`src/rtl/mmap_pkg.sv`:
```
package mmap_pkg;
  typedef enum logic [1:0] {
    TGT_NONE = 2'd0,
    TGT_REG  = 2'd1,
    TGT_ROM  = 2'd2,
    TGT_RAM  = 2'd3
  } tgt_e;
endpackage

```
`src/rtl/mmap_route.sv`:
```
// Combinational address decode: picks one target per request.
module mmap_route
  import mmap_pkg::*;
#(
  parameter int ADDR_W    = 16,
  parameter int REG_BASE  = 'hF0,
  parameter int REG_COUNT = 16,
  parameter int HOLE_LO   = 8,
  parameter int HOLE_LEN  = 2,
  parameter int ROM_BYTES = 64
) (
  input  logic                         cpu_req,
  input  logic                         cpu_we,
  input  logic [ADDR_W-1:0]            cpu_addr,
  input  logic                         boot_map,
  output tgt_e                         tgt,
  output logic [$clog2(REG_COUNT)-1:0] idx,
  output logic [$clog2(ROM_BYTES)-1:0] rom_idx
);
  localparam int IDX_W  = $clog2(REG_COUNT);
  localparam int ROM_AW = $clog2(ROM_BYTES);
  localparam logic [ADDR_W-1:0] REG_LO = ADDR_W'(REG_BASE);
  localparam logic [ADDR_W-IDX_W-1:0] WIN_TAG = REG_LO[ADDR_W-1:IDX_W];
  localparam logic [ADDR_W-ROM_AW-1:0] TOP_TAG = '1;

  logic in_win, in_hole, in_top;

  always_comb begin
    idx     = cpu_addr[IDX_W-1:0];
    rom_idx = cpu_addr[ROM_AW-1:0];
    in_win  = cpu_addr[ADDR_W-1:IDX_W] == WIN_TAG;
    in_hole = (int'(idx) >= HOLE_LO) && (int'(idx) < HOLE_LO + HOLE_LEN);
    in_top  = cpu_addr[ADDR_W-1:ROM_AW] == TOP_TAG;
    tgt     = TGT_NONE;
    if (cpu_req) begin
      if (in_win && !in_hole)              tgt = TGT_REG;
      else if (!cpu_we && boot_map && in_top) tgt = TGT_ROM;
      else                                 tgt = TGT_RAM;
    end
  end
endmodule

```
`src/rtl/mmap_bootrom.sv`:
```
// Boot ROM with registered read port, contents from a packed parameter.
module mmap_bootrom #(
  parameter int DATA_W    = 8,
  parameter int ROM_BYTES = 64,
  parameter logic [ROM_BYTES*DATA_W-1:0] ROM_IMG = '0
) (
  input  logic                         clk,
  input  logic                         rd_en,
  input  logic [$clog2(ROM_BYTES)-1:0] rd_idx,
  output logic [DATA_W-1:0]            rd_data
);
  logic [DATA_W-1:0] rom_arr [ROM_BYTES];

  for (genvar i = 0; i < ROM_BYTES; i++) begin : g_word
    assign rom_arr[i] = ROM_IMG[i*DATA_W +: DATA_W];
  end

  always_ff @(posedge clk) begin
    if (rd_en) rd_data <= rom_arr[rd_idx];
  end
endmodule

```
`src/rtl/mmap_return.sv`:
```
// Read return stage: remembers the target of a read and selects its data.
module mmap_return
  import mmap_pkg::*;
#(
  parameter int DATA_W = 8
) (
  input  logic              clk,
  input  logic              rst,
  input  logic              launch,
  input  tgt_e              tgt,
  input  logic [DATA_W-1:0] reg_data,
  input  logic [DATA_W-1:0] rom_data,
  input  logic [DATA_W-1:0] ram_data,
  output logic [DATA_W-1:0] rdata,
  output logic              rvalid
);
  tgt_e tgt_q;

  always_ff @(posedge clk) begin
    if (rst) begin
      rvalid <= 1'b0;
      tgt_q  <= TGT_NONE;
    end else begin
      rvalid <= launch;
      tgt_q  <= launch ? tgt : TGT_NONE;
    end
  end

  always_comb begin
    unique case (tgt_q)
      TGT_REG: rdata = reg_data;
      TGT_ROM: rdata = rom_data;
      TGT_RAM: rdata = ram_data;
      default: rdata = '0;
    endcase
  end
endmodule

```
`src/rtl/mmap_decoder.sv`:
```
module mmap_decoder
  import mmap_pkg::*;
#(
  parameter int ADDR_W    = 16,
  parameter int DATA_W    = 8,
  parameter int REG_BASE  = 'hF0,
  parameter int REG_COUNT = 16,
  parameter int HOLE_LO   = 8,
  parameter int HOLE_LEN  = 2,
  parameter int ROM_BYTES = 64,
  parameter logic [ROM_BYTES*DATA_W-1:0] ROM_IMG = '0
) (
  input  logic                         clk,
  input  logic                         rst,
  input  logic                         cpu_req,
  input  logic                         cpu_we,
  input  logic                         cpu_peek,
  input  logic [ADDR_W-1:0]            cpu_addr,
  input  logic [DATA_W-1:0]            cpu_wdata,
  output logic [DATA_W-1:0]            cpu_rdata,
  output logic                         cpu_rvalid,
  input  logic                         boot_map,
  output logic                         reg_sel,
  output logic                         reg_we,
  output logic                         reg_peek,
  output logic [$clog2(REG_COUNT)-1:0] reg_idx,
  output logic [DATA_W-1:0]            reg_wdata,
  input  logic [DATA_W-1:0]            reg_rdata,
  output logic                         mem_en,
  output logic                         mem_we,
  output logic [ADDR_W-1:0]            mem_addr,
  output logic [DATA_W-1:0]            mem_wdata,
  input  logic [DATA_W-1:0]            mem_rdata
);
  localparam int ROM_AW = $clog2(ROM_BYTES);

  tgt_e              tgt;
  logic [ROM_AW-1:0] rom_idx;
  logic [DATA_W-1:0] rom_q;
  logic              launch;

  mmap_route #(
    .ADDR_W(ADDR_W), .REG_BASE(REG_BASE), .REG_COUNT(REG_COUNT),
    .HOLE_LO(HOLE_LO), .HOLE_LEN(HOLE_LEN), .ROM_BYTES(ROM_BYTES)
  ) u_route (
    .cpu_req(cpu_req), .cpu_we(cpu_we), .cpu_addr(cpu_addr),
    .boot_map(boot_map), .tgt(tgt), .idx(reg_idx), .rom_idx(rom_idx)
  );

  always_comb begin
    reg_sel   = tgt == TGT_REG;
    reg_we    = reg_sel && cpu_we;
    reg_peek  = reg_sel && cpu_peek && !cpu_we;
    reg_wdata = cpu_wdata;
    mem_en    = tgt == TGT_RAM;
    mem_we    = mem_en && cpu_we;
    mem_addr  = cpu_addr;
    mem_wdata = cpu_wdata;
    launch    = cpu_req && !cpu_we;
  end

  mmap_bootrom #(
    .DATA_W(DATA_W), .ROM_BYTES(ROM_BYTES), .ROM_IMG(ROM_IMG)
  ) u_rom (
    .clk(clk), .rd_en(tgt == TGT_ROM), .rd_idx(rom_idx), .rd_data(rom_q)
  );

  mmap_return #(.DATA_W(DATA_W)) u_ret (
    .clk(clk), .rst(rst), .launch(launch), .tgt(tgt),
    .reg_data(reg_rdata), .rom_data(rom_q), .ram_data(mem_rdata),
    .rdata(cpu_rdata), .rvalid(cpu_rvalid)
  );
endmodule

```
`config.mk`:
```
export PLATFORM = sky130hd
export DESIGN_NAME = mmap_decoder
export DESIGN_NICKNAME = d
export VERILOG_FILES = /design/src/rtl/mmap_pkg.sv /design/src/rtl/mmap_route.sv /design/src/rtl/mmap_bootrom.sv /design/src/rtl/mmap_return.sv /design/src/rtl/mmap_decoder.sv
export SDC_FILE = /design/constraint.sdc
export NUM_CORES = 1
export LEC_CHECK = 0
export BUFFER_PORTS_ARGS = -buffer_cell sky130_fd_sc_hd__buf_2
export CAP_MARGIN = 25
export CORE_AREA = 2 2 52 54
export CTS_BUF_LIST = sky130_fd_sc_hd__clkbuf_2
export DETAILED_ROUTE_END_ITERATION = 16
export DIE_AREA = 0 0 54 56
export MAX_ROUTING_LAYER = met4
export PLACE_DENSITY = 0.9
export SETUP_SLACK_MARGIN = 0.5
export SYNTH_ARGS = -nofsm -noshare
export SYNTH_HDL_FRONTEND = slang
export SYNTH_HIERARCHICAL = 1
export SYNTH_SLANG_ARGS = --single-unit
```
`constraint.sdc`:
```
create_clock -name clk -period 1.4 [get_ports clk]
set_input_delay 0.21 -clock clk [delete_from_list [all_inputs] [get_ports clk]]
set_output_delay 0.21 -clock clk [all_outputs]
set_load 0.05 [all_outputs]
```
Word-level counts from Yosys, hierarchy flattened
Memories as Yosys holds them, arrays and structs flattened. A register that Yosys moved wholly into a read port is not among the register bits.
Index checks and enable logic that the tools add are counted.
{"block": "word_totals", "input_bits": 46, "ram_bits": 0, "latchBits": 0, "elab_cells": 31, "mem_count": 1, "ff_bits": 3, "romBits": 512}
{"memory": "(no name shown)", "words": 64, "width": 8, "rd": 1, "rd_clocked_by_memory_dff": 1, "wr": 0, "line": "mmap_bootrom.sv:19", "source": "if (rd_en) rd_data <= rom_arr[rd_idx];"}
{"block": "classes", "n_reduce_logical": 12, "bitwise": 2, "add_sub_neg": 0, "eq_ne": 8, "n_mul": 0, "shifts": 0, "n_div": 0, "mux": 4, "magnitude_cmp": 2}
{"operator": "case mux 8 bit (3 select lines)", "n": 1}
{"operator": "== test 12 x 4 -> 1 bit, second input constant", "n": 1}
{"operator": "== test 10 bit, second input constant", "n": 1}
{"operator": "logical AND 1 bit", "n": 9}
{"operator": "== test 2 bit, second input constant", "n": 4}
{"operator": "inverter 6 -> 7 bit", "n": 1}
{"operator": "== test 2 x 1 -> 1 bit, second input constant", "n": 2}
{"operator": ">= comparator 4 bit, second input constant", "n": 1}
{"operator": "< comparator 4 bit, second input constant", "n": 1}
{"operator": "2-to-1 mux 2 bit", "n": 2}
{"operator": "logical NOT 1 bit", "n": 2}
{"operator": "OR reduction 2 bit", "n": 1}
{"operator": "2-to-1 mux 1 bit", "n": 1}
{"operator": "inverter 1 bit", "n": 1}

Logic depth before layout (Yosys ltp)
{"block": "depth", "depth_word": 9, "depth_mapped": 4, "depth_no_buf": 3}

By module
Netlist, hierarchy kept.
{"module": "mmap_decoder", "instances": 1, "area_per_inst_um2": 301.5, "seq_area_each_um2": 0.0, "cells_per_inst": 39}
{"module": "mmap_return", "instances": 1, "area_per_inst_um2": 270.3, "seq_area_each_um2": 60.1, "cells_per_inst": 26}
{"module": "mmap_route", "instances": 1, "area_per_inst_um2": 152.6, "seq_area_each_um2": 0.0, "cells_per_inst": 20}
{"module": "mmap_bootrom", "instances": 1, "area_per_inst_um2": 63.8, "seq_area_each_um2": 0.0, "cells_per_inst": 9}

Worst setup path before layout
Ideal clock, no wire load.
{"block": "synth_path", "path_type": "input port to output port", "startpoint": "input port cpu_addr[1]", "endpoint": "output port mem_we", "stages": 3, "t_required_ns": 1.190, "arrival_ns": 1.279, "path_slack_ns": -0.089, "cell_sequence": "or3b_1 > a41oi_1 > and3_2"}
{"block": "synth_via", "elab_chain_len": 8, "word_cells_on_any_way": 9}
{"item": "start: declaration", "line": "mmap_decoder.sv:18", "source": "input logic [ADDR_W-1:0] cpu_addr,"}
{"item": ">= comparator 4 bit or < comparator 4 bit (tied branches)", "line": "mmap_route.sv:32", "source": "in_hole = (int'(idx) >= HOLE_LO) && (int'(idx) < HOLE_LO + HOLE_LEN);"}
{"item": "logical AND 1 bit (*)", "line": "mmap_route.sv:32"}
{"item": "logical NOT 1 bit (*)", "line": "mmap_route.sv:36", "source": "if (in_win && !in_hole) tgt = TGT_REG;"}
{"item": "logical AND 1 bit (*)", "line": "mmap_route.sv:36"}
{"item": "2-to-1 mux 2 bit (*)", "line": "mmap_route.sv:36"}
{"item": "2-to-1 mux 2 bit (*)", "line": "mmap_route.sv:35", "source": "if (cpu_req) begin"}
{"item": "net tgt[1]", "line": "mmap_decoder.sv:37", "source": "tgt_e tgt;"}
{"item": "== test 2 bit (*)", "line": "mmap_decoder.sv:55", "source": "mem_en = tgt == TGT_RAM;"}
{"item": "logical AND 1 bit (*)", "line": "mmap_decoder.sv:56", "source": "mem_we = mem_en && cpu_we;"}
{"item": "end: declaration", "line": "mmap_decoder.sv:30", "source": "output logic mem_we,"}
The timed path passes the listed nets; every way through them passes the cells marked *.

Worst setup path in the final report
{"block": "layout_path", "startpoint": "input port cpu_addr[1]", "endpoint": "output port reg_we"}
{"block": "layout_via", "elab_chain_len": 8, "word_cells_on_any_way": 9}
{"item": ">= comparator 4 bit or < comparator 4 bit (tied branches)", "line": "mmap_route.sv:32"}
{"item": "logical AND 1 bit (*)", "line": "mmap_route.sv:32"}
{"item": "logical NOT 1 bit (*)", "line": "mmap_route.sv:36"}
{"item": "logical AND 1 bit (*)", "line": "mmap_route.sv:36"}
{"item": "2-to-1 mux 2 bit (*)", "line": "mmap_route.sv:36"}
{"item": "2-to-1 mux 2 bit (*)", "line": "mmap_route.sv:35"}
{"item": "net tgt[1]", "line": "mmap_decoder.sv:37"}
{"item": "== test 2 x 1 -> 1 bit (*)", "line": "mmap_decoder.sv:51", "source": "reg_sel = tgt == TGT_REG;"}
{"item": "logical AND 1 bit (*)", "line": "mmap_decoder.sv:52", "source": "reg_we = reg_sel && cpu_we;"}
{"item": "end: declaration", "line": "mmap_decoder.sv:24", "source": "output logic reg_we,"}
Marks and branches as above.

==> impl_table.tex <==
\begin{tabular}{lr}
\hline
Metric & Value \\
\hline
\multicolumn{2}{l}{\textbf{Global routing}} \\
Aggregate global routing overflow & 0 \\
Number of antenna violations at the first check in global routing & 0 \\
Wire length of the first global-routing pass & 2.66 mm \\
Overall routing resource usage & 11.7\% \\
Number of global-route vias before repair & 701 \\
Pin count of the biggest net entering global routing & 10 \\
\multicolumn{2}{l}{\textbf{Routing}} \\
Routed wirelength normalized by instance count & 12.5 um \\
Vias per cell & 4.40 \\
Aggregate routed wire length & 2.03 mm \\
Remaining design rule violation count & 0 \\
Number of antenna-violating nets in the routed design & 0 \\
Number of vias in the routed layout & 712 \\
DRC marker count from the first detailed-route iteration & 4 \\
First-pass iteration count of the detailed router & 2 \\
\multicolumn{2}{l}{\textbf{Floorplanning}} \\
Number of ports placed on the die boundary & 96 \\
Starting density of the core & 30.2\% \\
Standard-cell rows & 18 \\
Floorplan die area & 3020 um2 \\
Die width & 54 um \\
Die height & 56 um \\
CORE AREA & 2430 um2 \\
\multicolumn{2}{l}{\textbf{Power}} \\
Switching share of power & 45.0\% \\
Net switching power figure & 288 uW \\
Pwr/cell area & 507 nW/um2 \\
Cell internal pwr & 352 uW \\
Maximum resistive drop on vdd & 296 uV \\
Leakage power figure & 0.000672 uW \\
Proportion of power drawn by flip-flops and latches & 14.1\% \\
Overall Power & 640 uW \\
Relative contribution of combinational cells to total power & 67.5\% \\
Clock network fraction of total power & 18.4\% \\
\multicolumn{2}{l}{\textbf{Run status}} \\
Run status & finished, violations left \\
Violations in the final reports & setup timing \\
\multicolumn{2}{l}{\textbf{Hold path}} \\
Worst Hold Class & in -> reg \\
WHS Path Cells & 2 \\
\multicolumn{2}{l}{\textbf{Finish}} \\
Ant. Diodes & 0 \\
Number of nets in the final layout & 179 \\
Register area & 62.6 um2 \\
Area grow syn2layout & 72.1\% \\
Final Instance Count excl. Fillers & 162 \\
Fraction of final layout cells with drive strength greater than 1 & 86.4\% \\
Area occupied by multi-input gates & 520 um2 \\
Fill count & 216 \\
\multicolumn{2}{l}{\textbf{Yosys}} \\
Cells after synthesis & 87 \\
Per-instance average area after synthesis & 8.44 um2 \\
Post-synthesis instance area & 734 um2 \\
Synth warn & 6 \\
\multicolumn{2}{l}{\textbf{Timing}} \\
Final critical-path setup slack & -0.215 ns \\
Slew @ Worst Pin & 0.902 ns \\
Slew margin rel. & 39.8\% \\
RSZ-0062 raised after global routing & yes \\
Achievable frequency & 619 MHz \\
Slew Viols, Final & 0 \\
Final-report setup violation count & 13 \\
Total count of hold-check failures in the final report & 0 \\
Time the worst path needs with I/O delays and setup & 1.62 ns \\
Final worst path period share & 115\% \\
\multicolumn{2}{l}{\textbf{Clock network}} \\
CTS hold repair buffers & 0 \\
Clock edge transition at the registers on the reported setup and hold paths & 0.04 ns \\
Clock tree from TritonCTS & built \\
Root buffer cell & sky130\_fd\_sc\_hd\_\_clkbuf\_2 \\
Number of H-tree levels & 1 \\
Longest Clk Path Bufs & 2 \\
Clock Sink Count & 3 \\
Number of buffers created by CTS & 3 \\
\multicolumn{2}{l}{\textbf{Placement}} \\
Placed instance count & 157 \\
Port Buffer Count & 68 \\
Detailed-placement wirelength estimate & 1.65 mm \\
Routability Congestion & 0.744 \\
\multicolumn{2}{l}{\textbf{Setup path}} \\
Critical-path cell list & buf\_6 > or3b\_4 > a41oi\_4 > and3b\_2 > buf\_8 \\
Slowest cell delay on critical path & 0.40 ns \\
Class of the most critical setup path & in -> out \\
CP endpoint kind & output pin \\
Cell with the largest stage delay on the worst path & sky130\_fd\_sc\_hd\_\_or3b\_4 \\
Required time at the worst-slack endpoint & 1.19 ns \\
Peak fanout along the critical path & 6 \\
Category of the worst setup path launch point & primary input \\
Crit path DAT & 1.41 ns \\
\multicolumn{2}{l}{\textbf{Flow run}} \\
Count of max-cap constraint violations & 0 \\
\hline
\end{tabular}
-- flip-flops by register name (all words and copies together) (netlist names) --
register	flops
u_ret/tgt_q	2
u_ret/rvalid	1
-- worst max-delay path, delay by kind of cell --
kind	cells	cell delay, ns
AOI/OAI and AO/OA	1	0.30
buffers and inverters	2	0.24
and+or+nand+nor	2	0.66
-- metal layers --
metal  global-route usage [%]  part of all wire [%]  vias up
li1                         -                     -      342
met3                     2.96                    13        0
met2                     24.4                    54       60
met1                     9.00                    33      310
met4                     3.57                     0        0
met5                        -                     0        -
-- through the flow --
stage / setup WS [ns] / hold WS [ns] / TNS, ns / utilization, % / instance area, um2
global placement: -0.257 / 0.392 / -1.07 / 43.2 / 1050
global route: -0.246 / 0.186 / -2.56 / 52.0 / 1260
floorplan: 0.0491 / 0.296 / 0 / - / 921
CTS: -0.189 / 0.166 / -2.15 / 49.2 / 1200
detailed placement: -0.288 / 0.392 / -1.15 / 43.2 / 1050
finish: -0.215 / 0.183 / -2.10 / 52.0 / 1260
-- power groups by stage --
stage | Clock, uW | Combinational, uW | Sequential, uW
floorplan | 0 | 432 | 94.8
global placement | 0 | 371 | 91.2
detailed placement | 0 | 377 | 91.2
CTS | 127 | 411 | 90.2
global route | 132 | 450 | 90.5
finish | 118 | 432 | 90.4
-- layout by cell type (no fill, tap or decap), drive strengths merged --
cell / n
dfxtp: 3
and2: 3
a22o: 8
and2b: 1
clkbuf: 4
conb: 8
and4bb: 1
nor2b: 3
and3: 1
nand4: 2
buf: 81
nand4b: 1
inv: 1
nor4: 1
a41oi: 1
nor4bb: 2
mux2: 8
o31a: 1
and3b: 1
or3b: 1
-- final cells by class --
class / instances / share of cell area, %
Timing Repair Buffer: 81 / 49.0
Multi-Input combinational cell: 43 / 41.2
Sequential cell: 3 / 4.95
Tap cell: 30 / 2.97
Clock buffer: 4 / 1.58
Inverter: 1 / 0.297
-- final timing paths --
kind,slack (ns),endpoint,startpoint
setup / recovery,-0.22,reg_we,cpu_addr[1]
hold / removal,0.18,u_ret/rvalid,rst
-- what timing repair did --
item | in CTS | in global routing
pin swaps | 5 | 6
setup endpoints to repair | 18 | 16
resized for setup | 39 | 17
setup buffers | 0 | 1
Power figures use the tool's default switching activity.
